==> src/rtl/nan_conv_pkg.sv <==
package nan_conv_pkg;

    localparam int WORD_W  = 64;
    localparam int CANON_W = 64;
    localparam int FMT_CNT = 3;

    typedef enum logic [1:0] {
        FMT_HALF   = 2'd0,
        FMT_SINGLE = 2'd1,
        FMT_DOUBLE = 2'd2,
        FMT_BAD    = 2'd3
    } fmt_e;

    typedef struct packed {
        logic              valid;
        logic              invalid;
        logic [WORD_W-1:0] value;
    } conv_state_t;

    function automatic int fmt_exp_w(input int code);
        case (code)
            0:       return 5;
            1:       return 8;
            default: return 11;
        endcase
    endfunction

    function automatic int fmt_frac_w(input int code);
        case (code)
            0:       return 10;
            1:       return 23;
            default: return 52;
        endcase
    endfunction

endpackage

==> src/rtl/nan_classify.sv <==
module nan_classify #(
    parameter int EXP_W  = 8,
    parameter int FRAC_W = 23
) (
    input  logic [EXP_W+FRAC_W-1:0] bits,
    input  logic                    snan_pol,
    output logic                    is_nan,
    output logic                    is_snan
);
    logic exp_ones;
    logic top_bit;
    logic rest_nz;
    logic top_set_nan;
    logic top_clr_nan;

    always_comb begin
        exp_ones    = &bits[EXP_W+FRAC_W-1:FRAC_W];
        top_bit     = bits[FRAC_W-1];
        rest_nz     = |bits[FRAC_W-2:0];
        top_set_nan = exp_ones & top_bit;
        top_clr_nan = exp_ones & ~top_bit & rest_nz;
        is_nan      = top_set_nan | top_clr_nan;
        is_snan     = snan_pol ? top_set_nan : top_clr_nan;
    end
endmodule

==> src/rtl/nan_pack.sv <==
module nan_pack #(
    parameter int EXP_W   = 8,
    parameter int FRAC_W  = 23,
    parameter int CANON_W = 64,
    localparam int FULL_W = EXP_W + FRAC_W + 1
) (
    input  logic               sign,
    input  logic [CANON_W-1:0] canon,
    input  logic               snan_pol,
    output logic [FULL_W-1:0]  nan_word,
    output logic [FULL_W-1:0]  dflt_word,
    output logic               payload_zero
);
    logic [FRAC_W-1:0] frac;
    logic              unused_tail;

    always_comb begin
        frac         = canon[CANON_W-1 -: FRAC_W];
        unused_tail  = ^canon[CANON_W-FRAC_W-1:0];
        payload_zero = ~|frac;
        nan_word     = {sign, {EXP_W{1'b1}}, frac};
        if (snan_pol)
            dflt_word = {1'b0, {EXP_W{1'b1}}, 1'b0, {(FRAC_W-1){1'b1}}};
        else
            dflt_word = {1'b1, {EXP_W{1'b1}}, 1'b1, {(FRAC_W-1){1'b0}}};
    end
endmodule

==> src/rtl/nan_fmt_conv.sv <==
module nan_fmt_conv
    import nan_conv_pkg::*;
(
    input  logic              clk,
    input  logic              rst_n,
    input  logic              in_valid,
    input  logic [WORD_W-1:0] in_value,
    input  logic [1:0]        src_fmt,
    input  logic [1:0]        dst_fmt,
    input  logic              dflt_mode,
    input  logic              snan_pol,
    output logic              out_valid,
    output logic [WORD_W-1:0] out_value,
    output logic              out_invalid
);
    logic [FMT_CNT-1:0] nan_v;
    logic [FMT_CNT-1:0] snan_v;
    logic [FMT_CNT-1:0] zero_v;
    logic [FMT_CNT-1:0] sign_v;
    logic [CANON_W-1:0] canon_v [FMT_CNT];
    logic [WORD_W-1:0]  build_v [FMT_CNT];
    logic [WORD_W-1:0]  dflt_v  [FMT_CNT];

    logic               src_bad;
    logic               dst_bad;
    logic [1:0]         src_i;
    logic [1:0]         dst_i;
    logic [CANON_W-1:0] canon_sel;
    logic               sign_sel;

    conv_state_t state_d;
    conv_state_t state_q;

    for (genvar g = 0; g < FMT_CNT; g++) begin : g_fmt
        localparam int EW   = fmt_exp_w(g);
        localparam int FW   = fmt_frac_w(g);
        localparam int FULL = EW + FW + 1;

        logic [FULL-1:0] pack_nan;
        logic [FULL-1:0] pack_dflt;

        nan_classify #(
            .EXP_W (EW),
            .FRAC_W(FW)
        ) i_classify (
            .bits    (in_value[FULL-2:0]),
            .snan_pol(snan_pol),
            .is_nan  (nan_v[g]),
            .is_snan (snan_v[g])
        );

        assign sign_v[g]  = in_value[FULL-1];
        assign canon_v[g] = CANON_W'(in_value[FW-1:0]) << (CANON_W - FW);

        nan_pack #(
            .EXP_W  (EW),
            .FRAC_W (FW),
            .CANON_W(CANON_W)
        ) i_pack (
            .sign        (sign_sel),
            .canon       (canon_sel),
            .snan_pol    (snan_pol),
            .nan_word    (pack_nan),
            .dflt_word   (pack_dflt),
            .payload_zero(zero_v[g])
        );

        assign build_v[g] = WORD_W'(pack_nan);
        assign dflt_v[g]  = WORD_W'(pack_dflt);
    end

    always_comb begin
        src_bad   = (src_fmt == FMT_BAD);
        dst_bad   = (dst_fmt == FMT_BAD);
        src_i     = src_bad ? FMT_DOUBLE : src_fmt;
        dst_i     = dst_bad ? FMT_DOUBLE : dst_fmt;
        canon_sel = canon_v[src_i];
        sign_sel  = sign_v[src_i];

        state_d         = state_q;
        state_d.valid   = in_valid;
        state_d.invalid = 1'b0;
        if (in_valid) begin
            if (src_bad || dst_bad) begin
                state_d.value   = dflt_v[dst_i];
                state_d.invalid = 1'b1;
            end else if (!nan_v[src_i]) begin
                state_d.value   = in_value;
            end else begin
                state_d.invalid = snan_v[src_i];
                if (dflt_mode || zero_v[dst_i])
                    state_d.value = dflt_v[dst_i];
                else
                    state_d.value = build_v[dst_i];
            end
        end
    end

    always_ff @(posedge clk or negedge rst_n) begin
        if (!rst_n)
            state_q <= '0;
        else
            state_q <= state_d;
    end

    assign out_valid   = state_q.valid;
    assign out_value   = state_q.value;
    assign out_invalid = state_q.invalid;
endmodule

==> config.mk <==
export PLATFORM = sky130hd
export DESIGN_NAME = nan_fmt_conv
export DESIGN_NICKNAME = d
export VERILOG_FILES = /design/src/rtl/nan_conv_pkg.sv /design/src/rtl/nan_classify.sv /design/src/rtl/nan_pack.sv /design/src/rtl/nan_fmt_conv.sv
export SDC_FILE = /design/constraint.sdc
export NUM_CORES = 1
export LEC_CHECK = 0
export BUFFER_PORTS_ARGS = -buffer_cell sky130_fd_sc_hd__buf_4
export CORE_MARGIN = 1
export CORE_UTILIZATION = 30
export CTS_BUF_LIST = sky130_fd_sc_hd__clkbuf_8
export DETAILED_ROUTE_END_ITERATION = 8
export PLACE_DENSITY = 0.58
export SLEW_MARGIN = 20
export SYNTH_ARGS = -nofsm -noshare
export SYNTH_HDL_FRONTEND = slang
export SYNTH_SLANG_ARGS = --single-unit
==> constraint.sdc <==
create_clock -name clk -period 1 [get_ports clk]
set_input_delay 0.1 -clock clk [delete_from_list [all_inputs] [get_ports clk]]
set_output_delay 0.1 -clock clk [all_outputs]
set_load 0.005 [all_outputs]
# Word level (Yosys, flattened, before mapping)
# Index checks and enable logic that the tools add are counted.
# Widths: inputs -> output; s select.
[totals]
register_bits = 66
input_bits = 73
[op_classes]
magnitude_cmp = 4
eq_ne = 2
n_mux = 30
bitwise_logic = 17
n_reduce_logical = 14
[ops]
columns = ["cell", "count"]
rows = [
  ["$mux 64", 9],
  ["$bmux 64 s2", 3],
  ["$mux 65", 2],
  ["$reduce_or 52->1", 1],
  ["$reduce_or 51->1", 1],
  ["$mux 32", 1],
  ["$reduce_or 23->1", 1],
  ["$reduce_or 22->1", 1],
  ["$mux 16", 1],
  ["$reduce_and 11->1", 1],
  ["$reduce_or 10->1", 1],
  ["$and 1x1->1", 9],
  ["$reduce_or 9->1", 1],
  ["$bmux 1 s2", 4],
  ["$mux 1", 8],
  ["$reduce_and 8->1", 1],
  ["$ge 3x3->1 const B", 2],
  ["$lt 2x3->1 const B", 2],
  ["$not 2->3", 2],
  ["$reduce_and 5->1", 1],
  ["$eq 2x2->1 const B", 2],
  ["$mux 2", 2],
  ["$logic_not 1->1", 3],
  ["$not 1->1", 3],
  ["other kinds (2)", 5],
]

# Longest topological paths before layout
[depth]
word_depth = 15
ltp_mapped = 12

# Hierarchy
# Synthesis repeated with hierarchy kept, for this count alone.
[hier_totals]
hier_cells = 1098
area_unflattened_um2 = 8404.3
[by_module_without_submodules]
columns = ["mod", "instances", "cells_per_inst", "area_per_inst_um2", "seq_area_each_um2"]
rows = [
  ["nan_fmt_conv", 1, 791, 6173.4, 1651.6],
  ["nan_pack (g_fmt[2].i_pack)", 1, 147, 1082.3, 0.0],
  ["nan_pack (g_fmt[1].i_pack)", 1, 74, 536.8, 0.0],
  ["nan_pack (g_fmt[0].i_pack)", 1, 36, 267.8, 0.0],
  ["nan_classify (g_fmt[2].i_classify)", 1, 26, 183.9, 0.0],
  ["nan_classify (g_fmt[1].i_classify)", 1, 14, 95.1, 0.0],
  ["nan_classify (g_fmt[0].i_classify)", 1, 10, 65.1, 0.0],
]

# Worst setup path after synthesis
# Ideal clock, no wire load.
[synth_path]
kind = "input-to-reg"
from = "input dst_fmt[1]"
to = "register state_q, in the netlist out_value[41]"
arrival_time_ps = 2418
t_required_ps = 848
setup_slack_ps = -1570
stages = 8
path_buffers = 3
cell_sequence = "clkbuf_1 -> nor2_1 -> clkinv_1 -> ha_1 -> a31oi_1 -> clkbuf_1 -> clkbuf_1 -> a221oi_2"
[synth_between]
elab_chain_cells = 9
elab_cells_between_ends = 16
classes_between = "1 x eq/ne; 12 x mux; 1 x bitwise; 2 x reduce/logical"
[synth_rtl]
columns = ["item", "line", "rtl"]
rows = [
  ["from (decl)", "nan_fmt_conv.sv:9", "input logic [1:0] dst_fmt,"],
  ["$eq 2x2->1", "nan_fmt_conv.sv:74", "dst_bad = (dst_fmt == FMT_BAD);"],
  ["$mux 2", "nan_fmt_conv.sv:76", "dst_i = dst_bad ? FMT_DOUBLE : dst_fmt;"],
  ["$not 2->3 (implied by the code)", "nan_fmt_conv.sv:85, nan_fmt_conv.sv:92, nan_fmt_conv.sv:94", ""],
  ["$bmux 64 s2 (on tied branches)", "nan_fmt_conv.sv:94, nan_fmt_conv.sv:85, nan_fmt_conv.sv:92", ""],
  ["$mux 64 (on tied branches) (2 in series)", "nan_fmt_conv.sv:94, nan_fmt_conv.sv:85, nan_fmt_conv.sv:92", ""],
  ["$mux 64", "nan_fmt_conv.sv:91", "if (dflt_mode || zero_v[dst_i])"],
  ["$mux 64", "nan_fmt_conv.sv:87", "end else if (!nan_v[src_i]) begin"],
  ["$mux 65 *", "nan_fmt_conv.sv:84", "if (src_bad || dst_bad) begin"],
  ["to (signal assigned)", "nan_fmt_conv.sv:103", "state_q <= state_d;"],
  ["to (decl)", "nan_fmt_conv.sv:32", "conv_state_t state_q;"],
]
# Every way passes the cells marked *; elsewhere a longest branch is shown, timed or not. The select of a mux whose other input is x is not followed.
# A chain may end at the register's enable or synchronous reset.

# Worst setup path after layout
[layout_path]
from = "input in_value[47]"
to = "register state_q, in the netlist out_value[41]"
[layout_between]
elab_chain_cells = 11
elab_cells_between_ends = 20
classes_between = "10 x mux; 2 x bitwise; 8 x reduce/logical"
[layout_rtl]
columns = ["item", "line", "rtl"]
rows = [
  ["from (decl)", "nan_fmt_conv.sv:7", "input logic [WORD_W-1:0] in_value,"],
  ["$bmux 64 s2", "nan_fmt_conv.sv:77", "canon_sel = canon_v[src_i];"],
  ["$mux 64 (implied by the code) (2 in series)", "nan_fmt_conv.sv:77", ""],
  ["$reduce_or 52->1 (tied with other cells)", "nan_pack.sv:20", "payload_zero = ~|frac;"],
  ["$logic_not 1->1", "nan_pack.sv:20", ""],
  ["$bmux 1 s2", "nan_fmt_conv.sv:91", ""],
  ["$mux 1 (implied by the code)", "nan_fmt_conv.sv:91", ""],
  ["$logic_or 1x1->1", "nan_fmt_conv.sv:91", ""],
  ["$mux 64", "nan_fmt_conv.sv:91", ""],
  ["$mux 64 *", "nan_fmt_conv.sv:87", ""],
  ["$mux 65 *", "nan_fmt_conv.sv:84", ""],
]
# Marked as above.

==> results.cfg <==
[run_status]
status = finished, violations left
violations = negative setup slack

[detailed_routing]
wl_um = 23500
ant_nets = 0
vias = 6424
post_drt_wl_per_cell_um = 20.5
drcViolationCount = 0
drtIter0Drc = 610
drtPass1Iterations = 6
via_per_inst = 5.60

[clock_network]
cts_tree = yes
clk-insertion-delay-late_ns = 0.37
cts.sinks = 66
numCtsBuffers = 9
clockBufferDepth = 2
htreeDepth = 3
clk_pin_slew_ns = 0.07
root_buffer = clkbuf_8

[floorplanning]
io_pins = 139
initial_utilization_pct = 30.6
die_w_um = 129
core_um2 = 15800
fp.dieH_um = 129
row_count = 46
dieArea_um2 = 16600

[min_path]
min_path_type = primary input to flop

[timing]
timing.final.crit_period_ns = 2.05
finClkSkew_ns = 0
rsz0062_at_grt = true
slew_violations = 0
setup_viol = 79
layout_worst_path_cycle_share_pct = 205
relSlewSlack_pct = 59.7
whs_ns = 0.0342
hold_viol_final = 0
setup_ws_ns = -1.05
worst_slew_pin_slew_ns = 0.599
max_freq_ghz = 0.488

[global_routing]
grt_pass1_vias = 6280
grt_use_total_pct = 27.8
overflow = 0
grt_pass1_wl_um = 34900
grt_max_degree = 67
antenna_found_initial = 0

[placed_design]
gp_congestion = 0.958
place_hpwl_um = 16800
post_dp_cell_area_um2 = 7320
numPortBuffers = 138

[layout]
num-fill-cells = 1438
drive_above_1_share_pct = 50.4
finalInstanceArea_um2 = 8870
fin_nets = 1005
fin_util_pct = 56.3
diodes = 0
area_growth_syn_to_layout_pct = 83.8

[synthesis]
yosysSeqAreaShare_pct = 34.2
synthesis.nets = 684
synthFlopType = dfrtp_1
synth_cells = 606
async_reset_ff_share_pct = 100
synth.avg_cell_area_um2 = 7.97
ys_seq_elements = 66
yosys_warnings = 0
yosys.cell_types.count = 53
synth_edf_count = 0
syn_area_um2 = 4830

[critical_path]
crit_family = simple AND/OR/NAND/NOR gates
worstSetupPathType = primary input to flop
end_kind = flop
crit_fanout = 5
critPathLaunchType = primary input
crit_arrival_ns = 2.32
required_ns = 1.27
critical_path_buf_inv_count = 2
slowest_delay_ns = 0.60
slowest_stage = or4_4
cp_cell_sequence = buf_4 -> nor4_1 -> nand3_1 -> or4_4 -> o21ai_4 -> nand2_4 -> o211a_4 -> clkbuf_16 -> a221oi_2

[pwr]
ir_worst_vdd_uv = 826
power_density_nw_per_um2 = 1110
p_leak_nw = 3.92

[flow_run]
max_cap_violations = 0
[worst register-to-register path: cells and delay by family, from the launching register on]
kind               cells  cell delay (ns)
AOI/OAI and AO/OA      2             0.36
and+or+nand+nor        1             0.15
DFF                    1             0.39
[registers in the layout, indices dropped and copies added, names as in the netlist]
signal / cells
out_invalid: 1
out_valid: 1
out_value: 64
[cells in the mapped netlist, types with 2 or more instances]
| cell type | number | share of area (%) |
|---|---|---|
| a22o_1 | 16 | 2.9 |
| nor2_1 | 54 | 4.2 |
| a221oi_1 | 10 | 1.8 |
| a221oi_2 | 10 | 3.1 |
| dfrtp_1 | 66 | 34 |
| mux2i_1 | 20 | 4.1 |
| o221ai_1 | 2 | 0.36 |
| o211ai_1 | 4 | 0.62 |
| o21ai_0 | 61 | 6.3 |
| buf_2 | 4 | 0.41 |
| inv_1 | 15 | 1.2 |
| o21a_1 | 6 | 0.93 |
| a31oi_1 | 35 | 4.5 |
| nand3_1 | 33 | 3.4 |
| a21oi_1 | 48 | 5.0 |
| buf_4 | 5 | 0.78 |
| buf_6 | 2 | 0.47 |
| a22oi_1 | 15 | 2.3 |
| ha_1 | 5 | 1.3 |
| nand2_1 | 58 | 4.5 |
| a211oi_1 | 7 | 1.1 |
| o31ai_1 | 7 | 1.1 |
| and3_1 | 7 | 0.91 |
| nor2b_1 | 8 | 1.0 |
| nand4_1 | 10 | 1.3 |
| or3_1 | 2 | 0.26 |
| o22ai_1 | 2 | 0.26 |
| nand2b_1 | 3 | 0.39 |
| clkbuf_1 | 39 | 3.0 |
| clkinv_1 | 3 | 0.23 |
| a311oi_1 | 3 | 0.54 |
| o211a_1 | 2 | 0.41 |
| nor3_1 | 6 | 0.62 |
| nor4_2 | 3 | 0.78 |
| nor4_1 | 10 | 1.3 |
| or4_1 | 8 | 1.2 |
[worst paths after layout]
check                                    from  cells after the start            end  slack [ns]
worst min register to register  out_value[15]                      2  out_value[15]        0.55
min in group asynchronous               rst_n                      3  out_value[62]        0.28
worst min-delay path             in_value[53]                      3  out_value[53]        0.03
max in group asynchronous               rst_n                      3  out_value[41]        0.41
worst max register to register  out_value[16]                      3  out_value[16]       -0.01
worst max-delay path             in_value[47]                      9  out_value[41]       -1.05
[metal layers]
| metal | wire length, um | vias to the layer above | track usage, % |
|---|---|---|---|
| li1 | - | 2950 | - |
| met1 | 10000 | 3093 | 37.3 |
| met2 | 11000 | 339 | 44.6 |
| met3 | 1910 | 42 | 5.07 |
| met4 | 622 | 0 | 10.5 |
| met5 | 0 | - | 0 |
[through the flow]
| stage | cells | setup TNS [ns] | worst slack [ns] | total power (W) |
|---|---|---|---|---|
| after CTS | 1132 | -56.47 | -0.935 | 0.00959 |
| final | 1148 | -63.54 | -1.05 | 0.00981 |
| after detailed placement | 1081 | -95.58 | -1.59 | 0.00622 |
| after global routing | 1148 | -65.20 | -1.05 | 0.0103 |
| after floorplan | 606 | -66.27 | -1.10 | 0.00436 |
| after global placement | 1081 | -91.40 | -1.48 | 0.00618 |
[cell type report]
type                    count  area, um^2  area share (%)
clock buffers               9         124            1.40
clock inverters             7         118            1.33
inverters                  19        73.8           0.832
multi-input cells         471        3410            38.5
flip-flops and latches     66        1650            18.6
well taps                 216         270            3.05
repair buffers            360        3220            36.3
[where the power goes]
part | internal [W] | switching (W) | leakage [nW]
Combinational | 0.00202 | 0.00171 | 3.04
Sequential | 0.00299 | 0.000257 | 0.771
Clock | 0.00165 | 0.00118 | 0.111
Total | 0.00666 | 0.00315 | 3.92
[cell usage in the layout, fill, tap and decap left out, types with 8 or more instances in the layout]
master	n
o21ai_1	22
mux2i_1	17
a221oi_2	17
buf_4	257
clkbuf_8	9
a22o_1	16
a22oi_1	8
o21ai_2	11
nand3_1	30
a31oi_1	34
inv_1	15
a21oi_1	40
nand2_1	54
buf_6	87
o21ai_0	29
dfrtp_1	66
nor2_1	51
nor2b_1	8
nand4_1	10
[timing repair]
| action | in CTS | in global routing |
|---|---|---|
| gates resized for setup | 141 | 69 |
| gates cloned | 2 | 5 |
| hold buffers | 1 | 0 |
| pin swaps | 21 | 39 |
| buffers inserted | 32 | 12 |
| hold endpoints to repair | 66 | 0 |
| endpoints found under the setup margin | 122 | 127 |
[kinds of logic (layout without fill, tap and decap cells)]
logic type,count (synthesis),count (layout),share of synthesized area (%)
simple gates,206,206,20.7
compound gates,238,239,33.2
flops,66,66,34.2
mux,21,21,4.38
fa+ha+maj,5,5,1.30
buf+inv,70,395,6.25
No activity file was read; power rests on OpenSTA's default activity.
